`config.mk`:
```
export PLATFORM = sky130hd
export DESIGN_NAME = wbuf_bypass
export DESIGN_NICKNAME = d
export VERILOG_FILES = /design/src/rtl/wbuf_bypass.sv
export SDC_FILE = /design/constraint.sdc
export NUM_CORES = 1
export LEC_CHECK = 0
export BUFFER_PORTS_ARGS = -buffer_cell sky130_fd_sc_hd__buf_4
export CORE_MARGIN = 4
export CORE_UTILIZATION = 55
export CTS_CLUSTER_DIAMETER = 200
export DETAILED_ROUTE_END_ITERATION = 10
export PLACE_DENSITY = 0.75
export SYNTH_ARGS = -nofsm -noshare
export SYNTH_HDL_FRONTEND = slang
export SYNTH_SLANG_ARGS = --single-unit
```
`constraint.sdc`:
```
create_clock -name clk -period 9.45 [get_ports clk]
set_input_delay 2.3625 -clock clk [delete_from_list [all_inputs] [get_ports clk]]
set_output_delay 2.3625 -clock clk [all_outputs]
set_load 0.02 [all_outputs]
```
`src/rtl/wbuf_bypass.sv`:
```
module wbuf_bypass #(
  parameter int ADDR_W = 32,
  parameter int DATA_W = 32,
  parameter int DEPTH  = 4
) (
  input  logic              clk,
  input  logic              rst_n,
  input  logic              rd_wait_empty,
  input  logic              st_valid,
  input  logic [ADDR_W-1:0] st_addr,
  input  logic [DATA_W-1:0] st_data,
  output logic              st_stall,
  input  logic              rd_valid,
  input  logic [ADDR_W-1:0] rd_addr,
  output logic              rd_done,
  output logic [DATA_W-1:0] rd_data,
  output logic              rd_fwd,
  output logic              mem_req,
  output logic              mem_we,
  output logic [ADDR_W-1:0] mem_addr,
  output logic [DATA_W-1:0] mem_wdata,
  input  logic              mem_ack,
  input  logic [DATA_W-1:0] mem_rdata
);
  localparam int PW = (DEPTH > 1) ? $clog2(DEPTH) : 1;
  localparam int CW = $clog2(DEPTH + 1);

  logic [ADDR_W-1:0] slot_addr [DEPTH];
  logic [DATA_W-1:0] slot_data [DEPTH];
  logic [PW-1:0]     head, tail;
  logic [CW-1:0]     count;

  logic              busy, busy_rd;
  logic [ADDR_W-1:0] out_addr;
  logic [DATA_W-1:0] out_data;

  logic              hit;
  logic [DATA_W-1:0] hit_data;
  logic [PW-1:0]     idx;

  always_comb begin
    hit      = 1'b0;
    hit_data = '0;
    idx      = head;
    for (int k = 0; k < DEPTH; k++) begin
      idx = head + PW'(k);
      if (CW'(k) < count && slot_addr[idx] == rd_addr) begin
        hit      = 1'b1;
        hit_data = slot_data[idx];
      end
    end
  end

  logic full, push, pop, done_mem, rd_want, fwd_now, rd_go, wr_go;

  assign full     = (count == CW'(DEPTH));
  assign push     = st_valid && !full;
  assign done_mem = busy && mem_ack;
  assign pop      = done_mem && !busy_rd;
  assign rd_want  = rd_valid && !rd_done && !(busy && busy_rd);
  assign fwd_now  = rd_want && !rd_wait_empty && hit;
  assign rd_go    = rd_want && !busy && (rd_wait_empty ? (count == '0) : !hit);
  assign wr_go    = !busy && !rd_go && (count != '0);

  always_ff @(posedge clk) begin
    if (push) begin
      slot_addr[tail] <= st_addr;
      slot_data[tail] <= st_data;
    end
  end

  always_ff @(posedge clk) begin
    if (!rst_n) begin
      head  <= '0;
      tail  <= '0;
      count <= '0;
    end else begin
      if (push) tail <= tail + 1'b1;
      if (pop)  head <= head + 1'b1;
      case ({push, pop})
        2'b10:   count <= count + 1'b1;
        2'b01:   count <= count - 1'b1;
        default: count <= count;
      endcase
    end
  end

  always_ff @(posedge clk) begin
    if (!rst_n) begin
      busy     <= 1'b0;
      busy_rd  <= 1'b0;
      out_addr <= '0;
      out_data <= '0;
    end else if (done_mem) begin
      busy <= 1'b0;
    end else if (rd_go) begin
      busy     <= 1'b1;
      busy_rd  <= 1'b1;
      out_addr <= rd_addr;
    end else if (wr_go) begin
      busy     <= 1'b1;
      busy_rd  <= 1'b0;
      out_addr <= slot_addr[head];
      out_data <= slot_data[head];
    end
  end

  always_ff @(posedge clk) begin
    if (!rst_n) begin
      rd_done <= 1'b0;
      rd_data <= '0;
      rd_fwd  <= 1'b0;
    end else begin
      rd_done <= 1'b0;
      if (done_mem && busy_rd) begin
        rd_done <= 1'b1;
        rd_data <= mem_rdata;
        rd_fwd  <= 1'b0;
      end else if (fwd_now) begin
        rd_done <= 1'b1;
        rd_data <= hit_data;
        rd_fwd  <= 1'b1;
      end
    end
  end

  assign st_stall  = full;
  assign mem_req   = busy;
  assign mem_we    = busy && !busy_rd;
  assign mem_addr  = out_addr;
  assign mem_wdata = out_data;

endmodule

```
Word level (Yosys, flattened, before mapping)

Memories as Yosys holds them, arrays and structs flattened. A register that Yosys moved wholly into a read port is not among the register bits.
Index checks and enable logic that the tools add are counted.

Mux-type cells: 26
Bitwise gates (word level): 3
Magnitude comparators: 4
Eq/ne operators: 7
Reduce and logical (&&, ||, !) cells: 35
Add/subtract/negate cells: 6

Operator list:

| kind                | count |
|---|---|
| $mux 32             | 8 |
| $eq 32x32->1        | 4 |
| $logic_and 1x1->1   | 18 |
| $mux 1              | 13 |
| $logic_not 1->1     | 8 |
| $mux 2              | 4 |
| $lt 1x3->1 const A  | 2 |
| $lt 2x3->1 const A  | 2 |
| $pmux 3 s2          | 1 |
| $reduce_bool 2->1   | 3 |
| $add 2x1->2 const B | 2 |
| $add 2x2->2 const B | 2 |
| $reduce_or 2->1     | 2 |
| $add 3x1->3 const B | 1 |
| $eq 3x3->1 const B  | 1 |
| $logic_not 3->1     | 1 |
| $not 1->1           | 3 |
| $reduce_and 3->1    | 1 |
| $reduce_bool 3->1   | 1 |
| $sub 3x1->3 const B | 1 |
| $eq 2x1->1 const B  | 1 |
| $eq 2x2->1 const B  | 1 |
| $reduce_and 2->1    | 1 |

Memories kept: 2
Logic and storage cells: 93
Register bits: 107
Output and inout bits: 101
Bits in writable memories: 256

Memories:

| memory    | words | bits a word | read ports | clocked after memory_dff | write ports | line | RTL |
|---|---|---|---|---|---|---|---|
| slot_addr | 4     | 32          | 4          | 1                        | 1           | 28   | `logic [ADDR_W-1:0] slot_addr [DEPTH];` |
| slot_data | 4     | 32          | 4          | 1                        | 1           | 29   | `logic [DATA_W-1:0] slot_data [DEPTH];` |

Logic depth before layout (Yosys ltp)

Gate-level depths: netlist of the first run.
An unclocked memory read counts as a cell.

Depth in word-level cells: 15
Mapped depth: 16
Gate-level depth less buffers: 10

Worst setup path after synthesis of the first run

OpenSTA, ideal clock, no wires.

Path kind: input-to-reg
Start: in rd_addr[15]
End: reg out_addr[10], in the netlist mem_addr[10]
Library setup time: 146 ps
Stages: 13
Data arrival time: 4801 ps
Slack: 4503 ps
Path through: buf_1 > nor2_1 > a32o_1 > or4_1 > a2111oi_2 > nand4_2 > nand2_1 > o31a_1 > buf_4 > or2_1 > buf_4 > buf_6 > a211oi_2

Longest elaborated chain between the ends: 14

RTL lines:

| item                            | line | RTL |
|---|---|---|
| from (decl)                     | 14   | `input logic [ADDR_W-1:0] rd_addr,` |
| $eq 32x32->1                    | 47   | `if (CW'(k) < count && slot_addr[idx] == rd_addr) begin` |
| $logic_and 1x1->1               | 47   |  |
| $mux 1 (3 in series)            | 47   |  |
| $mux 1 (*)                      | 47   |  |
| $logic_not 1->1 (*)             | 62   | `assign rd_go = rd_want && !busy && (rd_wait_empty ? (count == '0) : !hit);` |
| $mux 1 (*)                      | 62   |  |
| $logic_and 1x1->1 (*)           | 62   |  |
| $logic_not 1->1                 | 63   | `assign wr_go = !busy && !rd_go && (count != '0);` |
| $logic_and 1x1->1 (2 in series) | 63   |  |
| $reduce_bool 2->1 (no line)     | n/a  |  |
| $reduce_and 2->1 (no line)      | n/a  |  |
| to (signal assigned)            | 99   | `out_addr <= rd_addr;` |
| to (signal assigned)            | 103  | `out_addr <= slot_addr[head];` |
| to (decl)                       | 34   | `logic [ADDR_W-1:0] out_addr;` |

Mark *: on every way between the ends. The rest lies on a longest branch, timed or not.
A chain may end at the register's enable or synchronous reset.

==> results of run 1 <==
[flip-flops by register name, indices dropped and copies added (netlist names), named ones only]
register	count
tail	2
slot_data	128
busy_rd	1
rd_fwd	1
mem_addr	32
rd_data	32
slot_addr	128
head	2
count	3
mem_wdata	32
rd_done	1
mem_req	1
[power breakdown]
| part | switching (mW) | internal (mW) |
|---|---|---|
| logic | 0.755 | 0.646 |
| clock network | 0.662 | 0.939 |
| registers | 0.161 | 1.88 |
| total | 1.58 | 3.47 |
[final timing paths]
path / from / endpoint / slack, ns / cells past startpoint
worst max-delay path: flip-flop / mem_addr[3] / 2.99 / 11
worst min-delay path: mem_wdata[14] / mem_wdata[14] / 0.46 / 2
worst max register to register: flip-flop / mem_addr[3] / 2.99 / 11
worst min register to register: mem_wdata[14] / mem_wdata[14] / 0.46 / 2
[layout make-up]
class                           count  area [sq um]
Fill cell                        2897         13900
Multi-Input combinational cell   1136         11100
Sequential cell                   365          9880
Timing Repair Buffer              263          1990
Clock buffer                       54          1150
Tap cell                          518           648
Clock inverter                     21           196
Inverter                           36           135
Antenna cell                        2          5.00
[cell families after synthesis]
kind of cell	count (synthesis)
adder cells (fa/ha/maj)	9
multiplexers	356
AO/OA/AOI/OAI	319
buffers and inverters	207
XOR/XNOR	116
AND/OR/NAND/NOR	336
flip-flops	365
[metrics by stage]
step	std cells	total power, mW	utilization	hold slack [ns]
2_1_floorplan	1708	3.01	-	0.490
3_3_place_gp	2318	3.43	0.609	0.449
3_5_place_dp	2318	3.46	0.609	0.454
4_1_cts	2393	5.06	0.643	0.462
5_1_grt	2394	5.24	0.643	0.480
6_report	2395	5.04	0.643	0.460
[worst max-delay path: cells and delay by family (launching register included)]
family          cells  cell delay, ns
compound gates      3            1.29
xor+xnor            1            0.24
buf+inv             2            1.07
flops               1            0.89
mux                 1            0.68
simple gates        4            2.05
[routing by layer]
metal	vias up	routed length, um	GRT usage	share of wire
li1	6967	-	-	-
met1	8118	25100	0.422	0.39
met5	-	48	0	0.00074
met4	8	2110	0.0864	0.032
met3	148	8040	0.0771	0.12
met2	1075	29600	0.454	0.46
[cells in the mapped netlist, types with 14 or more instances]
cell | n | area (sq um)
a211o_1 | 18 | 158
clkbuf_1 | 95 | 357
a21oi_1 | 49 | 245
buf_1 | 21 | 78.8
nor2_1 | 61 | 229
dfxtp_1 | 109 | 2180
nor2b_1 | 18 | 113
buf_6 | 16 | 180
a32oi_1 | 17 | 149
nand4_1 | 35 | 219
edfxtp_1 | 256 | 7690
xnor2_1 | 90 | 788
and2_1 | 24 | 150
a2111oi_0 | 18 | 158
nor3_1 | 38 | 190
and3_1 | 18 | 113
mux4_2 | 183 | 4120
mux2i_1 | 155 | 1550
buf_4 | 14 | 105
o21ai_1 | 24 | 120
xor2_1 | 26 | 228
nand2_1 | 113 | 424
inv_1 | 35 | 131
a31oi_1 | 20 | 125
buf_2 | 25 | 125
o21a_1 | 16 | 120
a211oi_2 | 28 | 350
o21ai_0 | 47 | 235
a211oi_1 | 24 | 180
o31a_1 | 17 | 149
mux2_2 | 16 | 180
==> impl_metrics.yaml, run 1 <==
run_status:
  status: "completed"
pwr:
  power_leakage_nw: 8.39
  cellPowerDensity_mw_per_mm2: 201
  peakVddDrop_uv: 147
synthesis:
  synth_top_family_by_area: "multiplexers"
  syn_area_sq_mm: 0.0219
  synth_ff_type: "edfxtp_1"
  synthDistinctLibCells: 71
  yosysSeqAreaShare: 0.451
  muxShareOfSynthArea: 0.268
  synth_adder_area_share: 0.00514
  async_flop_share: 0
  yosys_warnings: 0
  netlist_instances: 1708
  synth_enable_flop_cells: 256
  syn_nets: 1851
  synth_simple_gate_area_share: 0.0753
  syn_avg_cell_area_sq_um: 12.8
  ys_ff_latch: 365
  synth_compound_area_frac: 0.109
  synth_xor_area_frac: 0.0464
global_route:
  grt_pass1_vias: 15800
  antenna_found_initial: 6
  grt-ovfl-total: 0
  grtUsageTotal: 0.296
  grt_max_degree: 135
  grt_pass1_wl_um: 99400
clocking:
  numCtsBuffers: 41
  clockBufferDepth: 3
  clkTransAtPathRegs_ns: 0.06
  htreeDepth: 2
  clk_latency_ns: 0.59
  hold_buffers: 0
  cts_repair_resize_count: 0
  cts_sinks: 365
  cts_tree: "done"
  post_cts_buffers: 0
  cts-root-buf: "clkbuf_16"
critical_path:
  startpoint_type: "flip-flop"
  cp_cell_sequence: "buf_4 > mux4_2 > xnor2_1 > nand4_1 > a2111oi_4 > buf_4 > nand3_2 > nand2_1 > o31a_1 > or2_2 > a211oi_1"
  cp-end-kind: "flip-flop"
  cp_slowest_cell: "or2_2"
  critPathKind: "flip-flop to flip-flop"
  critPathMaxStageDelay_ns: 1.01
  cp_max_fo: 35
  arrival_ns: 6.86
  cp_common_cell: "buf_4"
  cp.required_ns: 9.85
placement:
  placed_area_sq_mm: 0.0237
  place_congestion: 0.985
  pre_cts_ws_ns: 2.79
  hpwl_um: 43500
  io_buffers: 234
timing:
  setup_viol: 0
  max_freq_ghz: 0.155
  final.setup.tns_ns: 0
  skew_ns: 0.0299
  hold_viol: 0
  finalCritPeriodShare: 0.684
  tightest_slew_ns: 1.21
  finalCriticalPeriod_ns: 6.46
  finalMaxSlewViolations: 0
  slew_headroom: 0.190
  timing.final.ws_setup_ns: 2.99
  rsz0062_at_grt: "false"
detailed_routing:
  drt_iter0_markers: 2181
  wl_per_cell_um: 27.1
  ant_nets: 0
  dr.pass1.iters: 5
  wl_um: 64900
  drcViolationCount: 0
  via_count: 16300
  vias_per_cell: 6.81
floorplan:
  start_util: 0.561
  core-area_sq_mm: 0.0390
  die_y_um: 207
  num_io_pins: 235
  die_w_um: 207
  std_cell_rows: 72
  die_area_sq_mm: 0.0431
run:
  max_cap_violations: 0
cells_and_area:
  final_common_cell: "buf_4"
  area_delta_synth_final_pct: 14.7
  drive_gt1_frac: 0.308
  postLayoutCellArea_sq_mm: 0.0251
  final_cell_mix: "buf_4 (262), edfxtp_1 (256), mux4_2 (183), mux2i_1 (155), nand2_1 (113)"
  fin_nets: 1986
worst_hold_path:
  hold_path.class: "flip-flop to flip-flop"
Note: power is estimated with default switching activity, not from simulation.
==> inputs of run 2 (changes only) <==
--- a/config.mk
+++ b/config.mk
@@ -7,10 +7,10 @@
 export LEC_CHECK = 0
 export BUFFER_PORTS_ARGS = -buffer_cell sky130_fd_sc_hd__buf_4
 export CORE_MARGIN = 4
-export CORE_UTILIZATION = 55
+export CORE_UTILIZATION = 54
 export CTS_CLUSTER_DIAMETER = 200
 export DETAILED_ROUTE_END_ITERATION = 10
-export PLACE_DENSITY = 0.75
+export PLACE_DENSITY = 0.77
 export SYNTH_ARGS = -nofsm -noshare
 export SYNTH_HDL_FRONTEND = slang
 export SYNTH_SLANG_ARGS = --single-unit
==> constraint.sdc (replaced) <==
create_clock -name clk -period 5.8 [get_ports clk]
set_input_delay 1.45 -clock clk [delete_from_list [all_inputs] [get_ports clk]]
set_output_delay 1.45 -clock clk [all_outputs]
set_load 0.02 [all_outputs]
==> run 2 against run 1 <==
Critical path depth rose by 2. Hold slack barely moved. Sequential share of layout area fell by 0.24 points. Sequential power rose by 63%. Clock skew rose by 0.0063 ns. Clock power rose by 61%. Core utilization fell by 1.1 points. Count of clock-buffer cells in the layout did not move. Total power rose by 63%. Highest routed layer unchanged.
==> impl_metrics.yaml, run 2 (synthesis results as in run 1) <==
placement:
  io_buffers: 234
  place_congestion: 0.988
  dp_cells: 2343
  hpwl_um: 44900
critical_path:
  cp_common_cell: "buf_4"
  cp.required_ns: 6.29
  cp-end-kind: "flip-flop"
  startpoint_type: "flip-flop"
  cp_slowest_cell: "dfxtp_4"
  cp_max_fo: 34
  arrival_ns: 5.22
  cp_cell_sequence: "buf_12 > buf_4 > mux4_2 > xnor2_1 > nand4_1 > nor4_1 > nand4_2 > buf_4 > nand2_1 > o31a_1 > o21ai_4 > buf_4 > mux2i_1"
  worst_path_dominant_cell_family: "buffers and inverters"
  worst-path-buf-inv: 4
  critPathMaxStageDelay_ns: 0.75
  critPathKind: "flip-flop to flip-flop"
timing:
  hold_viol: 0
  skew_ns: 0.0362
  max_freq_ghz: 0.211
  setup_viol: 0
  tightest_slew_ns: 1.11
  finalMaxSlewViolations: 0
  slew_headroom: 0.258
  finalCriticalPeriod_ns: 4.73
  finalCritPeriodShare: 0.816
  final.setup.tns_ns: 0
  rsz0062_at_grt: "false"
cells_and_area:
  final_common_cell: "buf_4"
  drive_gt1_frac: 0.313
  fin_cells: 2422
  reg_top3: "slot_addr: 128 flops, slot_data: 128 flops"
  fill_cells: 2930
  fin_nets: 2003
  final_cell_mix: "buf_4 (278), edfxtp_1 (256), mux4_2 (183), mux2i_1 (155), nand2_1 (113)"
  area_delta_synth_final_pct: 15.4
detailed_routing:
  ant_nets: 0
  wl_um: 64600
  drcViolationCount: 0
  vias_per_cell: 6.77
  via_count: 16400
  dr.pass1.iters: 6
  drt_iter0_markers: 1762
  wl_per_cell_um: 26.7
floorplan:
  num_io_pins: 235
  start_util: 0.548
  die_w_um: 209
  core-area_sq_mm: 0.0399
  std_cell_rows: 73
  die_y_um: 209
  die_area_sq_mm: 0.0438
clocking:
  cts_sinks: 365
  numCtsBuffers: 40
  clkTransAtPathRegs_ns: 0.06
  clk_latency_ns: 0.57
  hold_buffers: 0
  htreeDepth: 2
  cts_tree: "done"
  cts-root-buf: "clkbuf_16"
  clockBufferDepth: 3
  post_cts_buffers: 0
  cts_repair_resize_count: 0
pwr:
  p_int_mw: 5.66
  p_seq_frac: 0.405
  peakVddDrop_uv: 231
  comb_power_share: 0.281
  switching_share: 0.310
  power_leakage_nw: 8.47
  cellPowerDensity_mw_per_mm2: 325
  pwr-share-clk: 0.314
  power_switching_mw: 2.54
global_route:
  grtUsageTotal: 0.286
  grt_pass1_wl_um: 97300
  grt-ovfl-total: 0
  grt_pass1_vias: 15900
  antenna_found_initial: 6
  grt_max_degree: 67
worst_hold_path:
  hold_path.class: "flip-flop to flip-flop"
run:
  max_cap_violations: 0
run_status:
  status: "completed"
run 2: changes by cell type in the layout (fill, tap and decap cells not counted), moves of 2 or more:
cell	delta
clkbuf_16	-2
buf_4	+16
clkinv_2	-4
clkinv_1	+2
diode_2	+4
buf_12	+2
run 2: per-layer routing:
layer / global-route usage / share of wire / vias to the layer above
li1: - / - / 7013
met1: 0.395 / 0.38 / 8219
met2: 0.444 / 0.46 / 1012
met3: 0.0801 / 0.12 / 153
met4: 0.0918 / 0.032 / 2
met5: 0 / 0.00011 / -
run 2: worst min-delay path: stages, from the launching register on:
cell,delay (ns)
dfxtp_1,0.31
nand2_1,0.05
mux2i_1,0.05
run 2: power groups by stage:
| stage | clock network, mW | logic [mW] | registers, mW |
|---|---|---|---|
| final | 2.58 | 2.31 | 3.32 |
| after global routing | 2.72 | 2.44 | 3.35 |
| after CTS | 2.60 | 2.29 | 3.32 |
| after detailed placement | 0 | 2.28 | 3.37 |
| after global placement | 0 | 2.25 | 3.35 |
| after floorplan | 0 | 1.50 | 3.40 |
run 2: path summary, 6_finish.rpt:
check	startpoint	depth (start not counted)	slack (ns)	to
setup reg to reg	head[0]	13	1.07	mem_wdata[25]
setup / recovery	head[0]	13	1.07	mem_wdata[25]
hold reg to reg	mem_wdata[4]	2	0.46	mem_wdata[4]
hold / removal	mem_wdata[4]	2	0.46	mem_wdata[4]
run 2: area by class of cell:
class / count / area (sq um) / area share
inverter: 36 / 135 / 0.00535
antenna: 6 / 15.0 / 0.000595
sequential: 365 / 9880 / 0.391
clock buffer: 54 / 1110 / 0.0441
clock inverter: 19 / 206 / 0.00818
tap: 525 / 657 / 0.0260
multi-input combinational: 1136 / 11100 / 0.439
timing repair buffer: 281 / 2150 / 0.0850
run 2: through the flow:
stage	instance area, sq um	setup WS (ns)	power [mW]	utilization	hold WS [ns]
3_3_place_gp	23900	1.20	5.60	0.599	0.450
4_1_cts	25200	1.09	8.21	0.632	0.464
5_1_grt	25200	0.886	8.51	0.632	0.483
6_report	25300	1.07	8.21	0.633	0.460
2_1_floorplan	21900	1.77	4.91	-	0.490
3_5_place_dp	23900	1.09	5.65	0.599	0.456
